--- src/rtl/psb_pkg.sv ---
package psb_pkg;
  typedef struct packed {
    logic hi;
    logic lo;
  } leg_drv_t;

  typedef enum logic {
    SIDE_HI = 1'b0,
    SIDE_LO = 1'b1
  } side_e;
endpackage

--- src/rtl/psb_shift_calc.sv ---
// Lag of the second leg: half period minus the clipped overlap demand.
module psb_shift_calc #(
  parameter int CW  = 12,
  parameter int OVN = 115,
  parameter int OVS = 7
) (
  input  logic [CW-1:0] half,
  input  logic [CW-1:0] dem,
  output logic [CW-1:0] lag
);
  localparam int PW = CW + OVS;

  logic [PW-1:0] prod;
  logic [PW-1:0] prod_sh;
  logic [CW-1:0] ov_max;
  logic [CW-1:0] ov;

  always_comb begin
    prod    = PW'(half) * PW'(OVN);
    prod_sh = prod >> OVS;
    ov_max  = CW'(prod_sh);
    ov      = (dem < ov_max) ? dem : ov_max;
    lag     = half - ov;
  end
endmodule

--- src/rtl/psb_ramp.sv ---
// Half-period ramp with zero-crossing restart, floor clamp and lagged phase.
module psb_ramp #(
  parameter int CW  = 12,
  parameter int OVN = 115,
  parameter int OVS = 7
) (
  input  logic          clk,
  input  logic          rst,
  input  logic          run,
  input  logic          strike,
  input  logic          zc,
  input  logic [CW-1:0] half_norm,
  input  logic [CW-1:0] half_strike,
  input  logic [CW-1:0] half_floor,
  input  logic [CW-1:0] dem,
  output logic          ph_main,
  output logic          ph_lag
);
  logic [CW-1:0] cnt_q;
  logic [CW-1:0] half_q;
  logic [CW-1:0] lag_q;
  logic          ph_q;
  logic [CW-1:0] half_sel;
  logic [CW-1:0] lag_nxt;
  logic [CW:0]   cnt_inc;
  logic          wrap;
  logic          sync_ok;

  assign half_sel = strike ? half_strike : half_norm;

  psb_shift_calc #(.CW(CW), .OVN(OVN), .OVS(OVS)) shift_i (
    .half (half_sel),
    .dem  (dem),
    .lag  (lag_nxt)
  );

  always_comb begin
    cnt_inc = {1'b0, cnt_q} + (CW+1)'(1);
    wrap    = (cnt_inc >= {1'b0, half_q});
    sync_ok = !strike && zc && (cnt_inc >= {1'b0, half_floor});
  end

  always_ff @(posedge clk) begin
    if (rst || !run) begin
      cnt_q  <= '0;
      ph_q   <= 1'b0;
      half_q <= half_sel;
      lag_q  <= lag_nxt;
    end else if (wrap || sync_ok) begin
      cnt_q  <= '0;
      ph_q   <= ~ph_q;
      half_q <= half_sel;
      lag_q  <= lag_nxt;
    end else begin
      cnt_q  <= cnt_inc[CW-1:0];
    end
  end

  assign ph_main = ph_q;
  assign ph_lag  = (cnt_q >= lag_q) ? ph_q : ~ph_q;
endmodule

--- src/rtl/psb_deadband.sv ---
// One bridge leg: registered complementary enables with dead time.
module psb_deadband
  import psb_pkg::*;
#(
  parameter int DEAD_CYC = 6
) (
  input  logic     clk,
  input  logic     rst,
  input  logic     run,
  input  logic     want,
  output leg_drv_t drv
);
  localparam int DW = $clog2(DEAD_CYC + 1);
  localparam logic [DW-1:0] IDLE_LD = DW'(DEAD_CYC);
  localparam logic [DW-1:0] SWAP_LD = DW'(DEAD_CYC - 1);

  side_e         side_q;
  logic [DW-1:0] dc_q;
  leg_drv_t      drv_q;

  always_ff @(posedge clk) begin
    if (rst) begin
      side_q <= SIDE_HI;
      dc_q   <= IDLE_LD;
      drv_q  <= '0;
    end else if (!run) begin
      side_q <= side_e'(want);
      dc_q   <= IDLE_LD;
      drv_q  <= '0;
    end else if (side_e'(want) != side_q) begin
      side_q <= side_e'(want);
      dc_q   <= SWAP_LD;
      drv_q  <= '0;
    end else if (dc_q != '0) begin
      dc_q   <= dc_q - DW'(1);
      drv_q  <= '0;
    end else begin
      drv_q.hi <= (side_q == SIDE_HI);
      drv_q.lo <= (side_q == SIDE_LO);
    end
  end

  assign drv = drv_q;
endmodule

--- src/rtl/psb_gate_seq.sv ---
module psb_gate_seq
  import psb_pkg::*;
#(
  parameter int CW       = 12,
  parameter int DEAD_CYC = 6,
  parameter int OVN      = 115,
  parameter int OVS      = 7
) (
  input  logic          clk,
  input  logic          rst,
  input  logic          fb_mode,
  input  logic          strike,
  input  logic          burst_on,
  input  logic          uv_lock,
  input  logic          sense_zc,
  input  logic [CW-1:0] half_norm,
  input  logic [CW-1:0] half_strike,
  input  logic [CW-1:0] half_floor,
  input  logic [CW-1:0] ovl_dem,
  output logic          gate_a,
  output logic          gate_b,
  output logic          gate_c,
  output logic          gate_d
);
  localparam int N_LEG = 2;

  logic             enable;
  logic             ph_main;
  logic             ph_lag;
  logic [N_LEG-1:0] leg_run;
  logic [N_LEG-1:0] leg_want;
  leg_drv_t         leg_drv [N_LEG];

  assign enable = !uv_lock && (strike || burst_on);

  psb_ramp #(.CW(CW), .OVN(OVN), .OVS(OVS)) ramp_i (
    .clk         (clk),
    .rst         (rst),
    .run         (enable),
    .strike      (strike),
    .zc          (sense_zc),
    .half_norm   (half_norm),
    .half_strike (half_strike),
    .half_floor  (half_floor),
    .dem         (ovl_dem),
    .ph_main     (ph_main),
    .ph_lag      (ph_lag)
  );

  // leg 0 follows the main phase; leg 1 the inverted lagged phase
  assign leg_run[0]  = enable;
  assign leg_want[0] = ph_main;
  assign leg_run[1]  = enable && fb_mode;
  assign leg_want[1] = ~ph_lag;

  for (genvar g = 0; g < N_LEG; g++) begin : g_leg
    psb_deadband #(.DEAD_CYC(DEAD_CYC)) leg_i (
      .clk  (clk),
      .rst  (rst),
      .run  (leg_run[g]),
      .want (leg_want[g]),
      .drv  (leg_drv[g])
    );
  end

  assign gate_a = leg_drv[0].hi;
  assign gate_b = leg_drv[0].lo;
  assign gate_c = leg_drv[1].hi;
  assign gate_d = leg_drv[1].lo;
endmodule

--- config.mk ---
export PLATFORM = sky130hd
export DESIGN_NAME = psb_gate_seq
export DESIGN_NICKNAME = d
export VERILOG_FILES = /design/src/rtl/psb_pkg.sv /design/src/rtl/psb_shift_calc.sv /design/src/rtl/psb_ramp.sv /design/src/rtl/psb_deadband.sv /design/src/rtl/psb_gate_seq.sv
export SDC_FILE = /design/constraint.sdc
export NUM_CORES = 1
export LEC_CHECK = 0
export BUFFER_PORTS_ARGS = -buffer_cell sky130_fd_sc_hd__buf_4
export CORE_MARGIN = 2
export CORE_UTILIZATION = 40
export DETAILED_ROUTE_END_ITERATION = 7
export GPL_TIMING_DRIVEN = 0
export HOLD_SLACK_MARGIN = 0.15
export PLACE_DENSITY = 0.56
export SYNTH_ARGS = -nofsm -noshare
export SYNTH_HDL_FRONTEND = slang
export SYNTH_HIERARCHICAL = 1
export SYNTH_SLANG_ARGS = --single-unit
--- constraint.sdc ---
create_clock -name clk -period 16.95 [get_ports clk]
set_clock_uncertainty 0.1 [all_clocks]
set_input_delay 4.2375 -clock clk [delete_from_list [all_inputs] [get_ports clk]]
set_output_delay 4.2375 -clock clk [all_outputs]
set_load 0.05 [all_outputs]
; Word level (Yosys, flattened, before mapping)
; Index checks and enable logic that the tools add are counted.
[totals]
input_bits = 55
output_inout_bits = 4
ff_bits = 49
[op_classes]
n_lt_le_gt_ge = 4
bitwise_logic = 6
n_mux = 15
mul = 1
n_reduce_logical = 22
n_eq_ne = 4
add_sub_neg = 4
[ops]
columns = op, n
row1 = two-way mux 12 bit, 6
row2 = >= comparator 13 x 12 -> 1 bit, 2
row3 = multiplier 12 x 7 -> 19 bit (second input constant), 1
row4 = adder 12 x 1 -> 13 bit (second input constant), 1
row5 = >= comparator 12 bit, 1
row6 = < comparator 12 bit, 1
row7 = subtractor 12 bit, 1
row8 = two-way mux 2 bit, 4
row9 = OR reduction 4 bit, 2
row10 = NOT 1 bit, 6
row11 = nonzero test 2 bit, 3
row12 = nonzero test 3 bit, 2
row13 = OR reduction 2 bit, 3
row14 = OR reduction 3 bit, 2
row15 = subtractor 3 x 1 -> 3 bit (second input constant), 2
row16 = two-way mux 1 bit, 5
row17 = logical AND 1 bit, 4
row18 = zero test 1 bit, 3
row19 = logical OR 1 bit, 3
row20 = inequality test 1 bit, 2
row21 = inequality test 2 x 1 -> 1 bit (second input constant), 1
row22 = inequality test 2 bit (second input constant), 1

; Logic depth before layout (Yosys ltp)
; Gate-level depths: netlist (run 1).
[logic_depth]
ltp_word = 7
mapped_depth = 39

; Hierarchy
; Netlist (run 1), hierarchy kept.
[modules_own_cells]
columns = mod, n_inst, area_each_um2, seq_area_each_um2, cells_each
row1 = psb_shift_calc, 1, 2478.6, 0.0, 287
row2 = psb_ramp, 1, 2438.6, 980.9, 227
row3 = psb_deadband, 2, 262.8, 120.1, 24
row4 = psb_gate_seq, 1, 23.8, 0.0, 4

; Worst setup path before layout (run 1)
; Ideal clock, no wire load.
[synth_path]
kind = input to register
start = in strike
end = reg ramp_i.lag_q[10] (data pin)
arrival_time_ns = 11.939
stages = 39
setup_slack_ns = 4.650
n_path_buf = 2
t_required_ns = 16.589
cell_sequence = buf_1 mux2_2 inv_1 fa_1 inv_1 fa_1 ha_1 inv_1 fa_1 inv_1 ha_1 a21o_1 a21o_1 a21oi_1 a21bo_1 and2_1 nor2_1 xor2_1 [... 3 more ...] a21o_1 a211oi_1 nor2_1 nor4_4 buf_2 nand2_1 o21ai_1 ha_1 inv_1 fa_1 a21o_1 a21oi_1 o21bai_1 a21oi_1 o21bai_1 a21oi_1 nor4b_1 a311o_1
[synth_between]
elab_chain_cells = 7
word_cells_on_any_way = 11
[synth_lines]
columns = element, line
row1 = from (decl), psb_gate_seq.sv:12  ; input logic strike,
row2 = two-way mux 12 bit *, psb_ramp.sv:29  ; assign half_sel = strike ? half_strike : half_norm;
row3 = via ramp_i.half_sel[6], psb_ramp.sv:23  ; logic [CW-1:0] half_sel;
row4 = multiplier 12 x 7 -> 19 bit, psb_shift_calc.sv:19  ; prod = PW'(half) * PW'(OVN);
row5 = < comparator 12 bit, psb_shift_calc.sv:22  ; ov = (dem < ov_max) ? dem : ov_max;
row6 = two-way mux 12 bit, psb_shift_calc.sv:22
row7 = subtractor 12 bit *, psb_shift_calc.sv:23  ; lag = half - ov;
row8 = via ramp_i.lag_nxt[10], psb_ramp.sv:24  ; logic [CW-1:0] lag_nxt;
row9 = two-way mux 12 bit, psb_ramp.sv:49  ; end else if (wrap || sync_ok) begin
row10 = two-way mux 12 bit *, psb_ramp.sv:44  ; if (rst || !run) begin
row11 = to (signal assigned), psb_ramp.sv:48  ; lag_q <= lag_nxt;
row12 = to (signal assigned), psb_ramp.sv:53  ; lag_q <= lag_nxt;
row13 = to (decl), psb_ramp.sv:21  ; logic [CW-1:0] lag_q;
; The timed path passes the listed nets; every way through them passes the cells marked *. The select of a mux whose other input is x is not followed.
; A chain may end at the register's enable or synchronous reset.

; Worst setup path after layout (run 1)
; Ends and elaborated chain as after synthesis.

==> impl_metrics.json, run 1 <==
{
  "start_util_pct": 41.1,
  "hold_viol_final": 0,
  "diodes": 0,
  "syn_nets": 756,
  "dpl.hpwl_mm": 9.52,
  "place_ws_ps": 3460,
  "vias_per_cell": 4.87,
  "ys_warn_count": 6,
  "core_area_um2": 13300,
  "maxSlewViolCount": 0,
  "vdd_drop_max_mv": 0.138,
  "netlist_area_um2": 5470,
  "max_cap_viol_count": 0,
  "rsz0062_at_grt": "false",
  "r2r-start": "ramp_i/cnt_q[0]",
  "synth.ff_latch_count": 49,
  "drt_iter0_markers": 108,
  "post_cts_resize_count": 0,
  "power_density_nw_per_um2": 174,
  "hold_depth": 2,
  "grt_antenna_before_repair": 0,
  "path_class": "primary input to flop",
  "synth_edf_count": 24,
  "io_buffers": 58,
  "fin_crit_sh_pct": 77.8,
  "stdcell_area_um2": 6280,
  "regToRegSetupSlack_ps": 13520,
  "post_drt_wl_per_cell_um": 13.7,
  "fin_crit_ps": 13180,
  "drive_gt1_share_pct": 17.9,
  "ctsHoldBuffers": 0,
  "slowest_stage": "buf_1",
  "timing.setup.tns_ps": 0,
  "placed_area_um2": 6120,
  "fp.dieW_um": 121,
  "reg2regPathDepth": 12,
  "drcViolationCount": 0,
  "dieArea_um2": 14600,
  "drtPass1Iterations": 4,
  "synth-seq-area-share_pct": 22.3,
  "cp-end-kind": "flop",
  "r2r_end": "ramp_i/half_q[1]",
  "hold_end": "g_leg[1].leg_i/drv[0]",
  "vias": 3931,
  "areaGrowthSynthToFinish_pct": 15.0,
  "worst_slack_ps": 3770,
  "hp-start": "g_leg[1].leg_i/side_q",
  "status": "finished clean",
  "ctsHtreeMaxLevel": 2,
  "io_pins": 59,
  "maxSlewHeadroom_pct": 58.6,
  "fin_nets": 821,
  "ys_types": 66,
  "grt_max_degree": 34,
  "cts_tree": "yes",
  "max_freq_ghz": 0.0759,
  "synth_area_per_cell_um2": 9.66,
  "cts_setup_buffers": 0,
  "cts_num_sinks": 49,
  "postSynthCellCount": 566,
  "cts_buffers": 5,
  "grtUsageTotal_pct": 16.1,
  "antenna_left": 0,
  "hold_path.class": "flop to flop",
  "clkLatencyLatePin_ps": 290,
  "grt_pass1_wl_mm": 18.8,
  "clk_pin_slew_ps": 60,
  "setup_viol": 0,
  "place.gp.congestion": 0.786,
  "grt_overflow": 0,
  "die_h_um": 121,
  "cts_buffer_depth": 2,
  "slowest_delay_ps": 500,
  "required_ps": 16890,
  "total_leakage_power_nw": 3.19,
  "num_rows": 42,
  "worstMarginPinSlew_ps": 621,
  "crit_fanout": 10,
  "dominantRegCellSynth": "dfxtp_1",
  "drt_wl_total_mm": 11.1,
  "critPathLaunchType": "primary input",
  "root_buffer": "clkbuf_16",
  "ys_async_sr_fraction_pct": 0,
  "arrival_ps": 13120,
  "grt_pass1_vias": 4066
}
## layout make-up
cell class | instances | area [µm²]
multi-input combinational | 417 | 3860
clock buffer | 6 | 129
timing repair buffer | 58 | 435
fill | 1275 | 7010
sequential | 49 | 1220
tap | 176 | 220
inverter | 96 | 360
buffer | 4 | 27.5
clock inverter | 2 | 33.8
## worst max path at each step
stage | from | endpoint | slack, ps
2_1_floorplan | strike | ramp_i/lag_q[10] | 4650
3_3_place_gp | strike | ramp_i/lag_q[10] | 3620
6_report | strike | ramp_i/lag_q[10] | 3770
5_1_grt | strike | ramp_i/lag_q[10] | 3180
4_1_cts | strike | ramp_i/lag_q[10] | 3740
3_5_place_dp | strike | ramp_i/lag_q[10] | 3460
## sequential cells by signal, summed over array words and instances (netlist names)
signal and cells:
g_leg.leg_i/dc_q 6, g_leg.leg_i/side_q 2, ramp_i/half_q 12, ramp_i/ph_main 1, ramp_i/cnt_q 12, g_leg.leg_i/drv 4, ramp_i/lag_q 12
## cells in the mapped netlist, types with 2 or more instances
master | instances | share of area, %
xnor2_2 | 3 | 0.89
and2_1 | 3 | 0.34
and4_1 | 3 | 0.48
nor3_1 | 9 | 0.82
nor2_2 | 2 | 0.23
xnor2_1 | 22 | 3.5
o21ai_1 | 5 | 0.46
nor2_1 | 30 | 2.1
o21bai_1 | 3 | 0.41
fa_1 | 25 | 9.2
a31oi_1 | 2 | 0.23
ha_1 | 110 | 25
nand2_1 | 23 | 1.6
mux2_2 | 13 | 2.7
nand3b_1 | 4 | 0.55
nor2b_1 | 7 | 0.80
dfxtp_1 | 25 | 9.2
a21o_1 | 14 | 1.9
o211ai_1 | 2 | 0.27
o21ai_0 | 3 | 0.27
or3_1 | 3 | 0.34
edfxtp_1 | 24 | 13
nand3_1 | 10 | 0.92
and2b_1 | 3 | 0.41
xor2_1 | 12 | 1.9
nor2b_2 | 6 | 0.96
nand2b_4 | 4 | 1.0
nand4_1 | 7 | 0.80
or2_1 | 2 | 0.23
o21a_1 | 5 | 0.69
or2_2 | 2 | 0.23
a21oi_1 | 35 | 3.2
nand2b_1 | 5 | 0.57
a311o_1 | 2 | 0.37
nand3_2 | 2 | 0.37
mux2i_1 | 6 | 1.1
a211oi_2 | 4 | 0.92
a211oi_1 | 2 | 0.27
nor4_1 | 2 | 0.23
inv_1 | 96 | 6.6
## power breakdown
| part | leakage (nW) | internal, mW | switching, mW | total, mW |
|---|---|---|---|---|
| Sequential | 0.449 | 0.172 | 0.00486 | 0.177 |
| Combinational | 2.66 | 0.365 | 0.442 | 0.807 |
| Clock | 0.0785 | 0.0692 | 0.0414 | 0.111 |
## cells in the final DEF, fill, tap and decap left out, types with 3 or more instances in the layout
| master | Yosys | final |
|---|---|---|
| nand4_1 | 7 | 7 |
| and2b_1 | 3 | 3 |
| a21oi_1 | 35 | 35 |
| fa_1 | 25 | 25 |
| nor2b_1 | 7 | 7 |
| and2_1 | 3 | 3 |
| clkbuf_16 | 0 | 5 |
| nand2b_1 | 5 | 5 |
| ha_1 | 110 | 110 |
| nand2_1 | 23 | 23 |
| inv_1 | 96 | 96 |
| nor2b_2 | 6 | 6 |
| dfxtp_1 | 25 | 25 |
| or3_1 | 3 | 3 |
| a21o_1 | 14 | 14 |
| edfxtp_1 | 24 | 24 |
| buf_4 | 1 | 59 |
| o21bai_1 | 3 | 3 |
| nor2_1 | 30 | 30 |
| nand3b_1 | 4 | 4 |
| mux2i_1 | 6 | 6 |
| nand3_1 | 10 | 10 |
| a211oi_2 | 4 | 4 |
| o21a_1 | 5 | 5 |
| xor2_1 | 12 | 12 |
| o21ai_0 | 3 | 3 |
| xnor2_1 | 22 | 22 |
| nor3_1 | 9 | 9 |
| o21ai_1 | 5 | 5 |
| nand2b_4 | 4 | 4 |
| xnor2_2 | 3 | 3 |
| mux2_2 | 13 | 13 |
| and4_1 | 3 | 3 |
## per-layer routing
layer | GRT usage [%] | vias up | wire, µm
li1 | - | 2073 | -
met1 | 20.3 | 1797 | 5160
met2 | 29.0 | 48 | 5410
met3 | 1.83 | 13 | 295
met4 | 4.51 | 0 | 214
met5 | 0 | - | 0
## critical path: cells and delay by family
family	cells	cell delay, ps
adder cells (fa/ha/maj)	8	2870
AND/OR/NAND/NOR	6	960
AO/OA/AOI/OAI	16	2960
XOR/XNOR	1	220
multiplexers	1	500
buffers and inverters	8	1350
## logic make-up after synthesis
logic type                 after synthesis  share of synthesized area, %
adders and majority gates              135                          34.3
and+or+nand+nor                        137                          14.9
muxes                                   19                          3.78
buffers and inverters                  100                          7.10
AOI/OAI and AO/OA                       89                          11.2
DFF                                     49                          22.3
xor gates and xnor gates                37                          6.34
## metrics by stage
| step | instances | power, mW | utilization, % | hold WS, ps |
|---|---|---|---|---|
| floorplan | 566 | 0.824 | - | 340 |
| CTS | 808 | 1.10 | 47.3 | 368 |
| global placement | 800 | 0.963 | 46.0 | 352 |
| detailed placement | 800 | 0.987 | 46.0 | 355 |
| global route | 808 | 1.23 | 47.3 | 388 |
| finish | 808 | 1.09 | 47.3 | 362 |
Note: power is estimated with default switching activity, not from simulation.
==> run 2, diff against run 1 <==
--- a/config.mk
+++ b/config.mk
@@ -11,7 +11,7 @@
 export DETAILED_ROUTE_END_ITERATION = 7
 export GPL_TIMING_DRIVEN = 0
 export HOLD_SLACK_MARGIN = 0.15
-export PLACE_DENSITY = 0.56
+export PLACE_DENSITY = 0.58
 export SYNTH_ARGS = -nofsm -noshare
 export SYNTH_HDL_FRONTEND = slang
 export SYNTH_HIERARCHICAL = 1
==> constraint.sdc (replaced) <==
create_clock -name clk -period 11.9 [get_ports clk]
set_clock_uncertainty 0.1 [all_clocks]
set_input_delay 2.975 -clock clk [delete_from_list [all_inputs] [get_ports clk]]
set_output_delay 2.975 -clock clk [all_outputs]
set_load 0.05 [all_outputs]
==> run 2 against run 1 <==
- clock-buffer cell count down 1
- wire length shrank 0.64%
- non-clock buffer count is 1 higher
- sequential power grew 42%
- flip-flop and latch count is the same
- combinational power rose by 45%
- clock power rose by 62%
- critical path type unchanged
- largest cell class unchanged
- highest routed layer unchanged
==> impl_metrics.json, run 2 (synthesis gave the netlist of run 1 again) <==
{
  "fin_crit_sh_pct": 95.7,
  "drive_gt1_share_pct": 18.6,
  "slowest_delay_ps": 520,
  "post_drt_wl_per_cell_um": 13.6,
  "total_leakage_power_nw": 3.21,
  "max_cap_viol_count": 0,
  "vias": 3985,
  "cts_buffer_depth": 2,
  "cp-end-kind": "flop",
  "worstMarginPinSlew_ps": 378,
  "max_freq_ghz": 0.0878,
  "busiest_layer": "met2",
  "fin_nets": 822,
  "power_density_nw_per_um2": 252,
  "hold_path.class": "flop to flop",
  "path_class": "primary input to flop",
  "final_common_cell": "ha_1",
  "grt_antenna_before_repair": 0,
  "core_area_um2": 13300,
  "io_pins": 59,
  "critPathLaunchType": "primary input",
  "instances_no_fill": 809,
  "root_buffer": "clkbuf_16",
  "maxSlewHeadroom_pct": 74.8,
  "drcViolationCount": 0,
  "diodes": 0,
  "cp_top_family": "adder cells",
  "cts_tree": "yes",
  "grt_pass1_wl_mm": 18.5,
  "slowest_stage": "or4_1",
  "antenna_left": 0,
  "drtPass1Iterations": 4,
  "status": "finished clean",
  "final_util_pct": 47.6,
  "die_h_um": 121,
  "place.gp.congestion": 0.797,
  "drt_iter0_markers": 107,
  "io_buffers": 58,
  "dpl.hpwl_mm": 9.54,
  "timing.setup.tns_ps": 0,
  "grt_pass1_vias": 4090,
  "use_met2_pct": 29.3,
  "num_rows": 42,
  "placed_area_um2": 6120,
  "met1_usage_pct": 19.6,
  "nFillCells": 1274,
  "dieArea_um2": 14600,
  "vdd_drop_max_mv": 0.215,
  "start_util_pct": 41.1,
  "rsz0062_at_grt": "true",
  "drt_wl_total_mm": 11.0,
  "setup_viol": 0,
  "clk_pin_slew_ps": 60,
  "fin_crit_ps": 11390,
  "dpl.cell_count": 800,
  "arrival_ps": 11330,
  "ctsHtreeMaxLevel": 2,
  "cts_buffers": 5,
  "crit_fanout": 14,
  "path_buf_inv": 7,
  "hold_viol_final": 0,
  "largestRegisters": "ramp_i/cnt_q: 12 flops, ramp_i/half_q: 12 flops, ramp_i/lag_q: 12 flops",
  "grt_overflow": 0,
  "areaGrowthSynthToFinish_pct": 15.8,
  "maxSlewViolCount": 0,
  "required_ps": 11840,
  "grtUsageMet3_pct": 1.17,
  "mostFrequentLayoutCells": "ha_1 (110), inv_1 (96), buf_4 (61)",
  "clkLatencyLatePin_ps": 290,
  "total_power_mw": 1.60,
  "fp.dieW_um": 121,
  "cts_num_sinks": 49,
  "vias_per_cell": 4.93,
  "stdcell_area_um2": 6330,
  "grtUsageTotal_pct": 15.7,
  "grt_max_degree": 34
}
## run 2: worst paths after layout
kind | startpoint | endpoint | slack [ps] | depth (start not counted)
worst max-delay path | strike | ramp_i/lag_q[11] | 510 | 38
worst min-delay path | g_leg[0].leg_i/side_q | g_leg[0].leg_i/drv[0] | 370 | 2
worst max register to register | ramp_i/cnt_q[0] | ramp_i/lag_q[8] | 8460 | 12
worst min register to register | g_leg[0].leg_i/side_q | g_leg[0].leg_i/drv[0] | 370 | 2
## run 2: final cells by class
cell class / instances / area, µm² / area share (%)
Buffer: 3 / 26.3 / 0.415
Clock buffer: 5 / 125 / 1.98
Clock inverter: 3 / 65.1 / 1.03
Inverter: 96 / 360 / 5.69
Multi-Input combinational cell: 417 / 3860 / 61.0
Sequential cell: 49 / 1220 / 19.3
Tap cell: 176 / 220 / 3.48
Timing Repair Buffer: 60 / 450 / 7.12
## run 2: metal layers
metal	vias up	wire (µm)
li1	2074	-
met1	1853	5120
met2	48	5530
met3	10	232
met4	0	131
met5	-	0
## run 2: metrics by stage
step,worst slack (ps),hold WS (ps)
5_1_grt,-12.9,375
3_3_place_gp,-168,354
4_1_cts,445,367
2_1_floorplan,862,340
6_report,508,367
3_5_place_dp,-294,354
## run 2: report_power, final
part	switching [mW]	leakage, nW	total (mW)	internal (mW)
Clock	0.0600	0.0938	0.180	0.120
Combinational	0.634	2.67	1.17	0.532
Sequential	0.00740	0.449	0.252	0.245
## run 2: worst min-delay path, stage by stage (launching register included)
cell     delay, ps
dfxtp_1        330
nand2_1         60
nor3_1          40
## run 2: repair_timing
action,4_1_cts,5_1_grt
hold buffers,0,0
pin swaps,0,1
setup buffers,0,2
gates resized for setup,0,2
endpoints found under the setup margin,1,2
gates cloned,0,0
==> run 3, diff against run 2 <==
==> constraint.sdc (replaced) <==
create_clock -name clk -period 11.9 [get_ports clk]
set_clock_uncertainty 0.1 [all_clocks]
set_input_delay 3.57 -clock clk [delete_from_list [all_inputs] [get_ports clk]]
set_output_delay 3.57 -clock clk [all_outputs]
set_load 0.05 [all_outputs]
==> run 3 against run 2 <==
- clock power about the same
- design area is 3.4% higher
- core utilization is 1.6 points higher
- global-route usage up 0.23 points
- non-clock buffer count up 14
- die area is the same
- register-to-register slack worse by 20 ps
- total power up 8.0%
- hold slack barely moved
==> impl_metrics.json, run 3 (synthesis gave the netlist of run 1 again) <==
{
  "status": "finished clean",
  "grt_pass1_vias": 4133,
  "largestRegisters": "ramp_i/cnt_q: 12 flops, ramp_i/half_q: 12 flops, ramp_i/lag_q: 12 flops",
  "setup_viol": 0,
  "arrival_ps": 11490,
  "dr.max_layer_used": "met4",
  "required_ps": 11840,
  "drtPass1Iterations": 5,
  "grt_overflow": 0,
  "nFillCells": 1265,
  "drt_iter0_markers": 103,
  "fin_crit_sh_pct": 97.1,
  "fin_nets": 836,
  "hold_viol_final": 0,
  "vdd_drop_max_mv": 0.216,
  "antenna_left": 0,
  "grt_pass1_wl_mm": 18.8,
  "placed_area_um2": 6120,
  "wl_met2_mm": 5.83,
  "clkLatencyLatePin_ps": 290,
  "vias_per_cell": 4.93,
  "dpl.hpwl_mm": 9.54,
  "fp.dieW_um": 121,
  "post_drt_wl_per_cell_um": 13.9,
  "cts_buffers": 5,
  "mostFrequentLayoutCells": "ha_1 (108), inv_1 (90), buf_4 (72)",
  "seq_area_um2": 1220,
  "io_pins": 59,
  "die_h_um": 121,
  "final_util_pct": 49.2,
  "start_util_pct": 41.1,
  "final_common_cell": "ha_1",
  "whs_ps": 367,
  "vias": 4060,
  "max_cap_viol_count": 0,
  "slowest_stage": "or4_1",
  "ctsHtreeMaxLevel": 2,
  "wl_met3_um": 222,
  "num_rows": 42,
  "slowest_delay_ps": 520,
  "cp-end-kind": "flop",
  "total_leakage_power_nw": 3.31,
  "wl_met1_mm": 5.29,
  "path_class": "primary input to flop",
  "drive_gt1_share_pct": 23.0,
  "crit_fanout": 10,
  "areaGrowthSynthToFinish_pct": 19.8,
  "grt_max_degree": 34,
  "cts_num_sinks": 49,
  "max_freq_ghz": 0.0865,
  "dieArea_um2": 14600,
  "maxSlewViolCount": 0,
  "maxSlewHeadroom_pct": 77.8,
  "fin_crit_ps": 11550,
  "multi_input_area_um2": 3950,
  "io_buffers": 58,
  "root_buffer": "clkbuf_16",
  "place.gp.congestion": 0.797,
  "ctsHoldBuffers": 0,
  "drt_wl_total_mm": 11.5,
  "cts_tree": "yes",
  "stdcell_area_um2": 6550,
  "core_area_um2": 13300,
  "drcViolationCount": 0,
  "power_density_nw_per_um2": 264,
  "clk_pin_slew_ps": 60,
  "worstMarginPinSlew_ps": 331,
  "grt_antenna_before_repair": 0,
  "cts_buffer_depth": 2,
  "hold_path.class": "flop to flop",
  "diodes": 0,
  "critPathLaunchType": "primary input",
  "grtUsageTotal_pct": 16.0
}
## run 3: final cells by class
class	count	area share, %
multi-input cells	417	60.4
plain buffers	4	0.822
clock inverters	3	0.994
clock buffers	5	1.91
flip-flops and latches	49	18.7
inverters	96	5.54
well taps	176	3.36
repair buffers	73	8.33
## run 3: critical path, delay by kind of cell
family | cells | cell delay, ps
compound gates | 10 | 2070
xor+xnor | 3 | 390
mux | 1 | 360
simple gates | 8 | 1610
fa+ha+maj | 7 | 2400
buf+inv | 9 | 1050
## run 3: final timing paths
kind	to	startpoint	depth (start not counted)	slack, ps
hold / removal	g_leg[0].leg_i/drv[0]	g_leg[0].leg_i/side_q	2	370
hold reg to reg	g_leg[0].leg_i/drv[0]	g_leg[0].leg_i/side_q	2	370
setup reg to reg	ramp_i/lag_q[8]	ramp_i/cnt_q[0]	12	8440
setup / recovery	ramp_i/lag_q[11]	strike	38	350
## run 3: power breakdown
part | switching [mW] | internal (mW) | total, mW
sequential | 0.00742 | 0.245 | 0.252
clock | 0.0604 | 0.120 | 0.180
combinational | 0.688 | 0.605 | 1.29
## run 3: per-layer routing
metal | GRT usage, % | up-vias
li1 | - | 2099
met1 | 19.8 | 1905
met2 | 29.9 | 46
met3 | 1.17 | 10
met4 | 3.71 | 0
met5 | 0 | -
## run 3: through the flow
| stage | total power, mW | setup WS (ps) | std cells | TNS (ps) |
|---|---|---|---|---|
| final | 1.73 | 345 | 823 | 0 |
| after global routing | 1.91 | -60.3 | 823 | -63.3 |
| after CTS | 1.62 | -4.55 | 810 | -4.55 |
| after detailed placement | 1.40 | -889 | 800 | -2540 |
| after global placement | 1.37 | -763 | 800 | -1900 |
| after floorplan | 1.17 | 267 | 566 | 0 |
## run 3: timing repair
item | 4_1_cts | 5_1_grt
gates cloned | 0 | 1
pin swaps | 1 | 9
endpoints found under the setup margin | 3 | 3
resized for setup | 11 | 25
setup buffers | 2 | 12
